--- src/rtl/trig_tag_pkg.sv ---
package trig_tag_pkg;
    typedef enum logic [1:0] {
        CLS_GENERIC  = 2'd0,
        CLS_TARGETED = 2'd1,
        CLS_SPECIAL  = 2'd2
    } route_cls_e;

    typedef enum logic {
        THR_OPEN = 1'b0,
        THR_HOLD = 1'b1
    } thr_state_e;

    typedef enum logic {
        OVF_CLEAR   = 1'b0,
        OVF_LATCHED = 1'b1
    } ovf_state_e;
endpackage

--- src/rtl/tag_lut.sv ---
module tag_lut #(
    parameter int NBITS  = 8,
    parameter int TYPE_W = 4,
    parameter int TGT_W  = 4,
    localparam int AW    = (NBITS > 1) ? $clog2(NBITS) : 1
) (
    input  logic              clk,
    input  logic              rst_n,
    input  logic              we,
    input  logic [AW-1:0]     waddr,
    input  logic              wvalid,
    input  logic [TYPE_W-1:0] wtype,
    input  logic [1:0]        wcls,
    input  logic [TGT_W-1:0]  wtgt,
    input  logic [NBITS-1:0]  bits,
    output logic [TYPE_W-1:0] lk_type,
    output logic [1:0]        lk_cls,
    output logic [TGT_W-1:0]  lk_tgt
);
    import trig_tag_pkg::*;

    logic [NBITS-1:0]  ent_valid;
    logic [TYPE_W-1:0] ent_type [NBITS];
    logic [1:0]        ent_cls  [NBITS];
    logic [TGT_W-1:0]  ent_tgt  [NBITS];

    for (genvar g = 0; g < NBITS; g++) begin : g_ent
        always_ff @(posedge clk) begin
            if (!rst_n) begin
                ent_valid[g] <= 1'b0;
                ent_type[g]  <= '0;
                ent_cls[g]   <= CLS_GENERIC;
                ent_tgt[g]   <= '0;
            end else if (we && (waddr == AW'(g))) begin
                ent_valid[g] <= wvalid;
                ent_type[g]  <= wtype;
                ent_cls[g]   <= wcls;
                ent_tgt[g]   <= wtgt;
            end
        end
    end

    logic [NBITS-1:0] hit;
    assign hit = bits & ent_valid;

    always_comb begin
        logic found;
        found   = 1'b0;
        lk_type = '0;
        lk_cls  = CLS_GENERIC;
        lk_tgt  = '0;
        for (int i = 0; i < NBITS; i++) begin
            if (!found && hit[i]) begin
                found   = 1'b1;
                lk_type = ent_type[i];
                lk_cls  = ent_cls[i];
                lk_tgt  = ent_tgt[i];
            end
        end
    end
endmodule

--- src/rtl/tag_fifo.sv ---
module tag_fifo #(
    parameter int W     = 26,
    parameter int DEPTH = 16,
    localparam int PW   = (DEPTH > 1) ? $clog2(DEPTH) : 1,
    localparam int CW   = $clog2(DEPTH + 1)
) (
    input  logic          clk,
    input  logic          rst_n,
    input  logic          push,
    input  logic [W-1:0]  din,
    input  logic          pop,
    output logic [W-1:0]  dout,
    output logic          empty,
    output logic          full,
    output logic [CW-1:0] count
);
    localparam logic [PW-1:0] LAST = PW'(DEPTH - 1);

    logic [W-1:0]  mem [DEPTH];
    logic [PW-1:0] wr_ptr, rd_ptr;
    logic          wr_en, rd_en;

    assign full  = (count == CW'(DEPTH));
    assign empty = (count == '0);
    assign wr_en = push && !full;
    assign rd_en = pop && !empty;
    assign dout  = mem[rd_ptr];

    always_ff @(posedge clk) begin
        if (wr_en) mem[wr_ptr] <= din;
    end

    always_ff @(posedge clk) begin
        if (!rst_n) begin
            wr_ptr <= '0;
            rd_ptr <= '0;
            count  <= '0;
        end else begin
            if (wr_en) wr_ptr <= (wr_ptr == LAST) ? '0 : wr_ptr + 1'b1;
            if (rd_en) rd_ptr <= (rd_ptr == LAST) ? '0 : rd_ptr + 1'b1;
            count <= count + CW'(wr_en) - CW'(rd_en);
        end
    end

    assert_no_overflow_R9: assert property (@(posedge clk) disable iff (!rst_n)
        count <= CW'(DEPTH));

    assert_drop_when_full_R9: assert property (@(posedge clk) disable iff (!rst_n)
        full && push && !pop |=> full);

    assert_head_hold_R6: assert property (@(posedge clk) disable iff (!rst_n)
        !empty && !pop |=> !empty && $stable(dout));
endmodule

--- src/rtl/throttle_fsm.sv ---
module throttle_fsm #(
    parameter int CW      = 5,
    parameter int HI_MARK = 12,
    parameter int LO_MARK = 8
) (
    input  logic          clk,
    input  logic          rst_n,
    input  logic [CW-1:0] occ,
    output logic          l1_disable
);
    import trig_tag_pkg::*;

    thr_state_e state, state_nx;

    always_ff @(posedge clk) begin
        if (!rst_n) state <= THR_OPEN;
        else        state <= state_nx;
    end

    always_comb begin
        state_nx = state;
        unique case (state)
            THR_OPEN: if (occ >= CW'(HI_MARK)) state_nx = THR_HOLD;
            THR_HOLD: if (occ <= CW'(LO_MARK)) state_nx = THR_OPEN;
        endcase
    end

    always_comb begin
        l1_disable = (state == THR_HOLD);
    end

    assert_disable_rise_R8: assert property (@(posedge clk) disable iff (!rst_n)
        !l1_disable && occ >= CW'(HI_MARK) |=> l1_disable);

    assert_disable_hold_R8: assert property (@(posedge clk) disable iff (!rst_n)
        l1_disable && occ > CW'(LO_MARK) |=> l1_disable);
endmodule

--- src/rtl/trig_tag_gen.sv ---
module trig_tag_gen #(
    parameter int NBITS   = 8,
    parameter int EVN_W   = 16,
    parameter int TYPE_W  = 4,
    parameter int TGT_W   = 4,
    parameter int QDEPTH  = 16,
    parameter int HI_MARK = 12,
    parameter int LO_MARK = 8,
    localparam int AW     = (NBITS > 1) ? $clog2(NBITS) : 1,
    localparam int TAG_W  = EVN_W + TYPE_W + 2 + TGT_W,
    localparam int CW     = $clog2(QDEPTH + 1)
) (
    input  logic              clk,
    input  logic              rst_n,
    input  logic              trig_stb,
    input  logic [NBITS-1:0]  trig_bits,
    input  logic [EVN_W-1:0]  trig_evnum,
    input  logic              tbl_we,
    input  logic [AW-1:0]     tbl_addr,
    input  logic              tbl_valid,
    input  logic [TYPE_W-1:0] tbl_type,
    input  logic [1:0]        tbl_cls,
    input  logic [TGT_W-1:0]  tbl_tgt,
    input  logic              ovf_clr,
    input  logic              tag_ready,
    output logic              tag_valid,
    output logic [EVN_W-1:0]  tag_evnum,
    output logic [TYPE_W-1:0] tag_type,
    output logic [1:0]        tag_cls,
    output logic [TGT_W-1:0]  tag_tgt,
    output logic              l1_disable,
    output logic              ovf_err
);
    import trig_tag_pkg::*;

    logic [TYPE_W-1:0] lk_type;
    logic [1:0]        lk_cls;
    logic [TGT_W-1:0]  lk_tgt;
    logic [TAG_W-1:0]  q_din, q_dout;
    logic              q_empty, q_full;
    logic [CW-1:0]     q_count;
    logic              drop;

    tag_lut #(.NBITS(NBITS), .TYPE_W(TYPE_W), .TGT_W(TGT_W)) u_lut (
        .clk(clk), .rst_n(rst_n),
        .we(tbl_we), .waddr(tbl_addr), .wvalid(tbl_valid),
        .wtype(tbl_type), .wcls(tbl_cls), .wtgt(tbl_tgt),
        .bits(trig_bits),
        .lk_type(lk_type), .lk_cls(lk_cls), .lk_tgt(lk_tgt)
    );

    assign q_din = {trig_evnum, lk_type, lk_cls, lk_tgt};

    tag_fifo #(.W(TAG_W), .DEPTH(QDEPTH)) u_q (
        .clk(clk), .rst_n(rst_n),
        .push(trig_stb), .din(q_din),
        .pop(tag_ready), .dout(q_dout),
        .empty(q_empty), .full(q_full), .count(q_count)
    );

    assign tag_valid = !q_empty;
    assign {tag_evnum, tag_type, tag_cls, tag_tgt} = q_dout;

    throttle_fsm #(.CW(CW), .HI_MARK(HI_MARK), .LO_MARK(LO_MARK)) u_thr (
        .clk(clk), .rst_n(rst_n), .occ(q_count), .l1_disable(l1_disable)
    );

    ovf_state_e ovf_state, ovf_nx;
    assign drop = trig_stb && q_full;

    always_ff @(posedge clk) begin
        if (!rst_n) ovf_state <= OVF_CLEAR;
        else        ovf_state <= ovf_nx;
    end

    always_comb begin
        ovf_nx = ovf_state;
        unique case (ovf_state)
            OVF_CLEAR:   if (drop) ovf_nx = OVF_LATCHED;
            OVF_LATCHED: if (ovf_clr && !drop) ovf_nx = OVF_CLEAR;
        endcase
    end

    always_comb begin
        ovf_err = (ovf_state == OVF_LATCHED);
    end

    assert_ovf_sticky_R10: assert property (@(posedge clk) disable iff (!rst_n)
        ovf_err && !ovf_clr |=> ovf_err);

    assert_drop_flags_R9: assert property (@(posedge clk) disable iff (!rst_n)
        trig_stb && q_full |=> ovf_err);
endmodule

--- config.mk ---
export PLATFORM = sky130hd
export DESIGN_NAME = trig_tag_gen
export DESIGN_NICKNAME = d
export VERILOG_FILES = /design/src/rtl/trig_tag_pkg.sv /design/src/rtl/tag_lut.sv /design/src/rtl/tag_fifo.sv /design/src/rtl/throttle_fsm.sv /design/src/rtl/trig_tag_gen.sv
export SDC_FILE = /design/constraint.sdc
export NUM_CORES = 1
export LEC_CHECK = 0
export ABC_AREA = 1
export CORE_AREA = 2 2 217 177
export DETAILED_ROUTE_END_ITERATION = 10
export DIE_AREA = 0 0 219 179
export PLACE_DENSITY = 0.79
export SETUP_SLACK_MARGIN = 0.02
export SYNTH_ARGS = -nofsm -noshare
export SYNTH_HDL_FRONTEND = slang
export SYNTH_SLANG_ARGS = --single-unit
--- constraint.sdc ---
create_clock -name clk -period 2.9 [get_ports clk]
set_input_delay 0.725 -clock clk [delete_from_list [all_inputs] [get_ports clk]]
set_output_delay 0.725 -clock clk [all_outputs]
set_load 0.005 [all_outputs]
==> impl_metrics.csv <==
group,metric,value,unit
layout,final_util,72.8,%
route,drc,0,
status,violations,"negative setup slack",
route,drt_pass1_iterations,6,
power,irDropWorstVdd,0.535,mV
route,routed_wl,57300,µm
floorplan,rows,64,
layout,seq_area,15400,µm²
route,via_per_inst,6.11,
grt,grt_pass1_wl,84500,µm
clock_network,cts_buffers,50,
min_path,hold_depth,2,
layout,areaGrowthSynthToFinish,21.7,%
critical_path,reg2reg_depth,13,
floorplan,ios,73,
synthesis,ys_warn_count,0,
floorplan,die_h,179,µm
clock_network,clkSinkCount,523,
floorplan,die_w,219,µm
sta,setup_violations,9,
sta,slew_violations,0,
sta,slew_headroom,45.4,%
clock_network,ctsHtreeMaxLevel,2,
power,static-leakage-power,10.1,nW
sta,max_freq,335,MHz
route,post_drt_wl_per_cell,22.5,µm
synthesis,synth-seq-area-share,69.2,%
critical_path,crit_fanout,21,
clock_network,cts_tree,"yes",
synthesis,synth_edf_count,496,
synthesis,synth-seq-cells,523,
route,dr_total_vias,15541,
min_path,min_from,"ovf_err",
power,power,21.1,mW
min_path,hold_end,"ovf_err",
synthesis,synth_nets,1939,
grt,grt_use_total,28.8,%
synthesis,synthArstFlopShare,0,%
sta,timing.final.hold_violations,0,
clock_network,postCtsHoldBufs,0,
layout,fill_cells,2194,
synthesis,synth_top_area_cell,"edfxtp_1",
sta,timing.final.ws_setup,-0.0881,ns
flow_run,max_cap_violations,0,
layout,multiInputGateArea,5630,µm²
clock_network,clk_latency,0.59,ns
critical_path,end_kind,"primary output",
critical_path,cp.required,2.17,ns
placement,portBuffers,72,
critical_path,r2r_slack,0.33,ns
status,status,"complete, but fails checks",
synthesis,synth_ff_type,"edfxtp_1",
critical_path,critPathTopFamily,"buffers and inverters",
critical_path,crit_buf_inv,5,
grt,grt_max_degree,54,
placement,gp_congestion,0.824,
layout,num_antenna_cells,0,
placement,dp_hpwl,26600,µm
synthesis,netlist_area,22300,µm²
critical_path,critPathKind,"reg2out",
critical_path,arrival,2.26,ns
route,drt-initial-drc-count,2211,
critical_path,start_kind,"register",
sta,period_share,103,%
clock_network,clk_pin_slew,0.06,ns
critical_path,crit_path_max_incr_delay,0.39,ns
sta,tightest_slew,0.816,ns
synthesis,synthTopCellsByArea,"edfxtp_1 (67%), inv_1 (4.7%), nand3_1 (4.5%)",
min_path,hp-class,"reg2reg",
layout,layout.nets,2071,
sta,fin_crit,2.99,ns
clock_network,cts.path.max_buffers,3,
grt,antenna_found_initial,0,
synthesis,synth_cells,1879,
route,antenna_left,0,
critical_path,crit_path_top_delay_cell,"dfxtp_4",
floorplan,core,37300,µm²
floorplan,die_area,39200,µm²
clock_network,cts_root_buf,"clkbuf_16",
power,powerDensity,778,nW/µm²
critical_path,rr_startpoint,"u_q.count[2]",
layout,drive_above_1_share,18.8,%
sta,fin_worst_skew,0.0169,ns
critical_path,cp_cell_sequence,"buf_4 -> buf_12 -> buf_4 -> buf_16 -> a21oi_4 -> o21ai_0 -> nand3_1 -> nand3_1 -> nand2_1 -> dlymetal6s2s_1",
grt,grt_pass1_vias,15008,
critical_path,r2r-end,"u_q.count[4]",
floorplan,initial_core_util,59.8,%
synthesis,syn_area_per_cell,11.9,µm²
grt,overflow,0,
synthesis,yosysUniqueCellTypes,31,
synthesis,synth_top_area_share,66.8,%
sta,grt_setup_unrepaired,"true",
-- logic make-up after synthesis --
family | Yosys count | synth area share [%]
and+or+nand+nor | 608 | 11.8
AOI/OAI and AO/OA | 340 | 10.3
DFF | 523 | 69.2
adders and majority gates | 16 | 0.931
buffers and inverters | 390 | 7.70
xor gates and xnor gates | 2 | 0.0785
-- state kept, by name, indices dropped and copies added (netlist names), named ones only --
signal / flops
u_q.mem: 416
u_lut.ent_type: 32
u_lut.ent_cls: 16
u_q.rd_ptr: 4
u_q.wr_ptr: 4
u_thr.l1_disable: 1
ovf_err: 1
u_lut.ent_valid: 8
u_q.count: 5
u_lut.ent_tgt: 32
-- layout make-up --
type / count / area share [%]
clock inverter: 28 / 1.49
timing repair buffer: 188 / 9.75
sequential: 523 / 56.9
tap: 495 / 2.28
clock buffer: 62 / 4.97
inverter: 282 / 3.91
multi-input combinational: 966 / 20.7
-- what timing repair did --
item,4_1_cts,5_1_grt
pin swaps,39,60
gates resized for setup,135,142
cloned,24,6
setup buffers,18,15
setup endpoints to repair,26,86
-- worst reg2reg max path, cell delays in order (launching register included) --
cell      delay, ns
dfxtp_1        0.34
inv_1          0.11
ha_1           0.20
nand3_1        0.13
nand2_1        0.12
inv_1          0.06
ha_1           0.27
inv_1          0.04
ha_1           0.20
fa_1           0.43
a21oi_1        0.17
o21bai_1       0.10
o21ai_0        0.21
a21oi_1        0.06
-- through the flow --
| step | instances | hold slack, ns | instance area, µm² | setup WS [ns] | setup TNS [ns] |
|---|---|---|---|---|---|
| floorplan | 1879 | 0.453 | 22300 | 0.339 | 0 |
| global placement | 2396 | 0.459 | 23900 | -0.121 | -17.20 |
| detailed placement | 2396 | 0.463 | 23900 | -0.280 | -36.81 |
| CTS | 2528 | 0.472 | 26700 | -0.151 | -0.625 |
| global route | 2544 | 0.495 | 27200 | -0.150 | -1.34 |
| finish | 2544 | 0.466 | 27200 | -0.0881 | -0.332 |
-- report_power, final --
| group | switching [mW] | internal, mW |
|---|---|---|
| logic | 2.98 | 2.39 |
| clock network | 2.81 | 4.19 |
| registers | 0.147 | 8.59 |
| total | 5.93 | 15.2 |
-- worst max path at each step --
stage	startpoint	to	slack [ns]	cells past startpoint
finish	register	tag_evnum[3]	-0.09	10
global route	register	tag_evnum[3]	-0.15	10
CTS	register	tag_evnum[3]	-0.15	7
detailed placement	trig_bits[1]	u_q.mem[0][1]	-0.28	9
global placement	trig_bits[1]	u_q.mem[3][7]	-0.12	9
floorplan	u_q.count[2]	u_q.mem[11][0]	0.34	7
-- cell usage in the layout (no fill, tap or decap), types with 3 or more instances in the layout --
master / Yosys / layout
clkbuf_2: 0 / 12
nor2_1: 148 / 132
o21ai_0: 87 / 47
ha_1: 15 / 15
nand2_1: 213 / 201
nand2_2: 0 / 12
nand3_1: 200 / 176
inv_1: 277 / 277
buf_16: 0 / 31
clkinv_2: 0 / 10
bufinv_16: 0 / 10
buf_6: 23 / 14
clkinv_1: 4 / 8
dfxtp_1: 27 / 24
edfxtp_1: 496 / 496
a21oi_4: 0 / 6
o21ai_2: 0 / 3
a21oi_2: 28 / 59
clkbuf_1: 39 / 9
buf_12: 1 / 30
o211ai_2: 43 / 43
clkdlybuf4s50_1: 0 / 46
buf_2: 30 / 7
buf_4: 7 / 38
a21oi_1: 86 / 49
nor3_1: 12 / 12
nand3_2: 0 / 24
nor2_4: 0 / 15
clkbuf_16: 0 / 58
o211ai_1: 61 / 61
o21ai_1: 32 / 68
nand4_1: 33 / 33
-- cells in the mapped netlist, types with 15 or more instances --
master      n
a21oi_1    86
nand4_1    33
nand2_1   213
nor2_1    148
buf_2      30
nand3_1   200
clkbuf_1   39
o211ai_1   61
ha_1       15
a21oi_2    28
buf_6      23
edfxtp_1  496
dfxtp_1    27
o211ai_2   43
o21ai_1    32
o21ai_0    87
inv_1     277
-- per-layer routing --
| layer | global-route usage (%) | vias up | wire (µm) |
|---|---|---|---|
| li1 | - | 6844 | - |
| met1 | 38.3 | 7523 | 21600 |
| met2 | 47.3 | 992 | 27900 |
| met3 | 5.00 | 182 | 5560 |
| met4 | 12.6 | 0 | 2190 |
| met5 | 0 | - | 0 |
(Power assumes the default switching activity.)
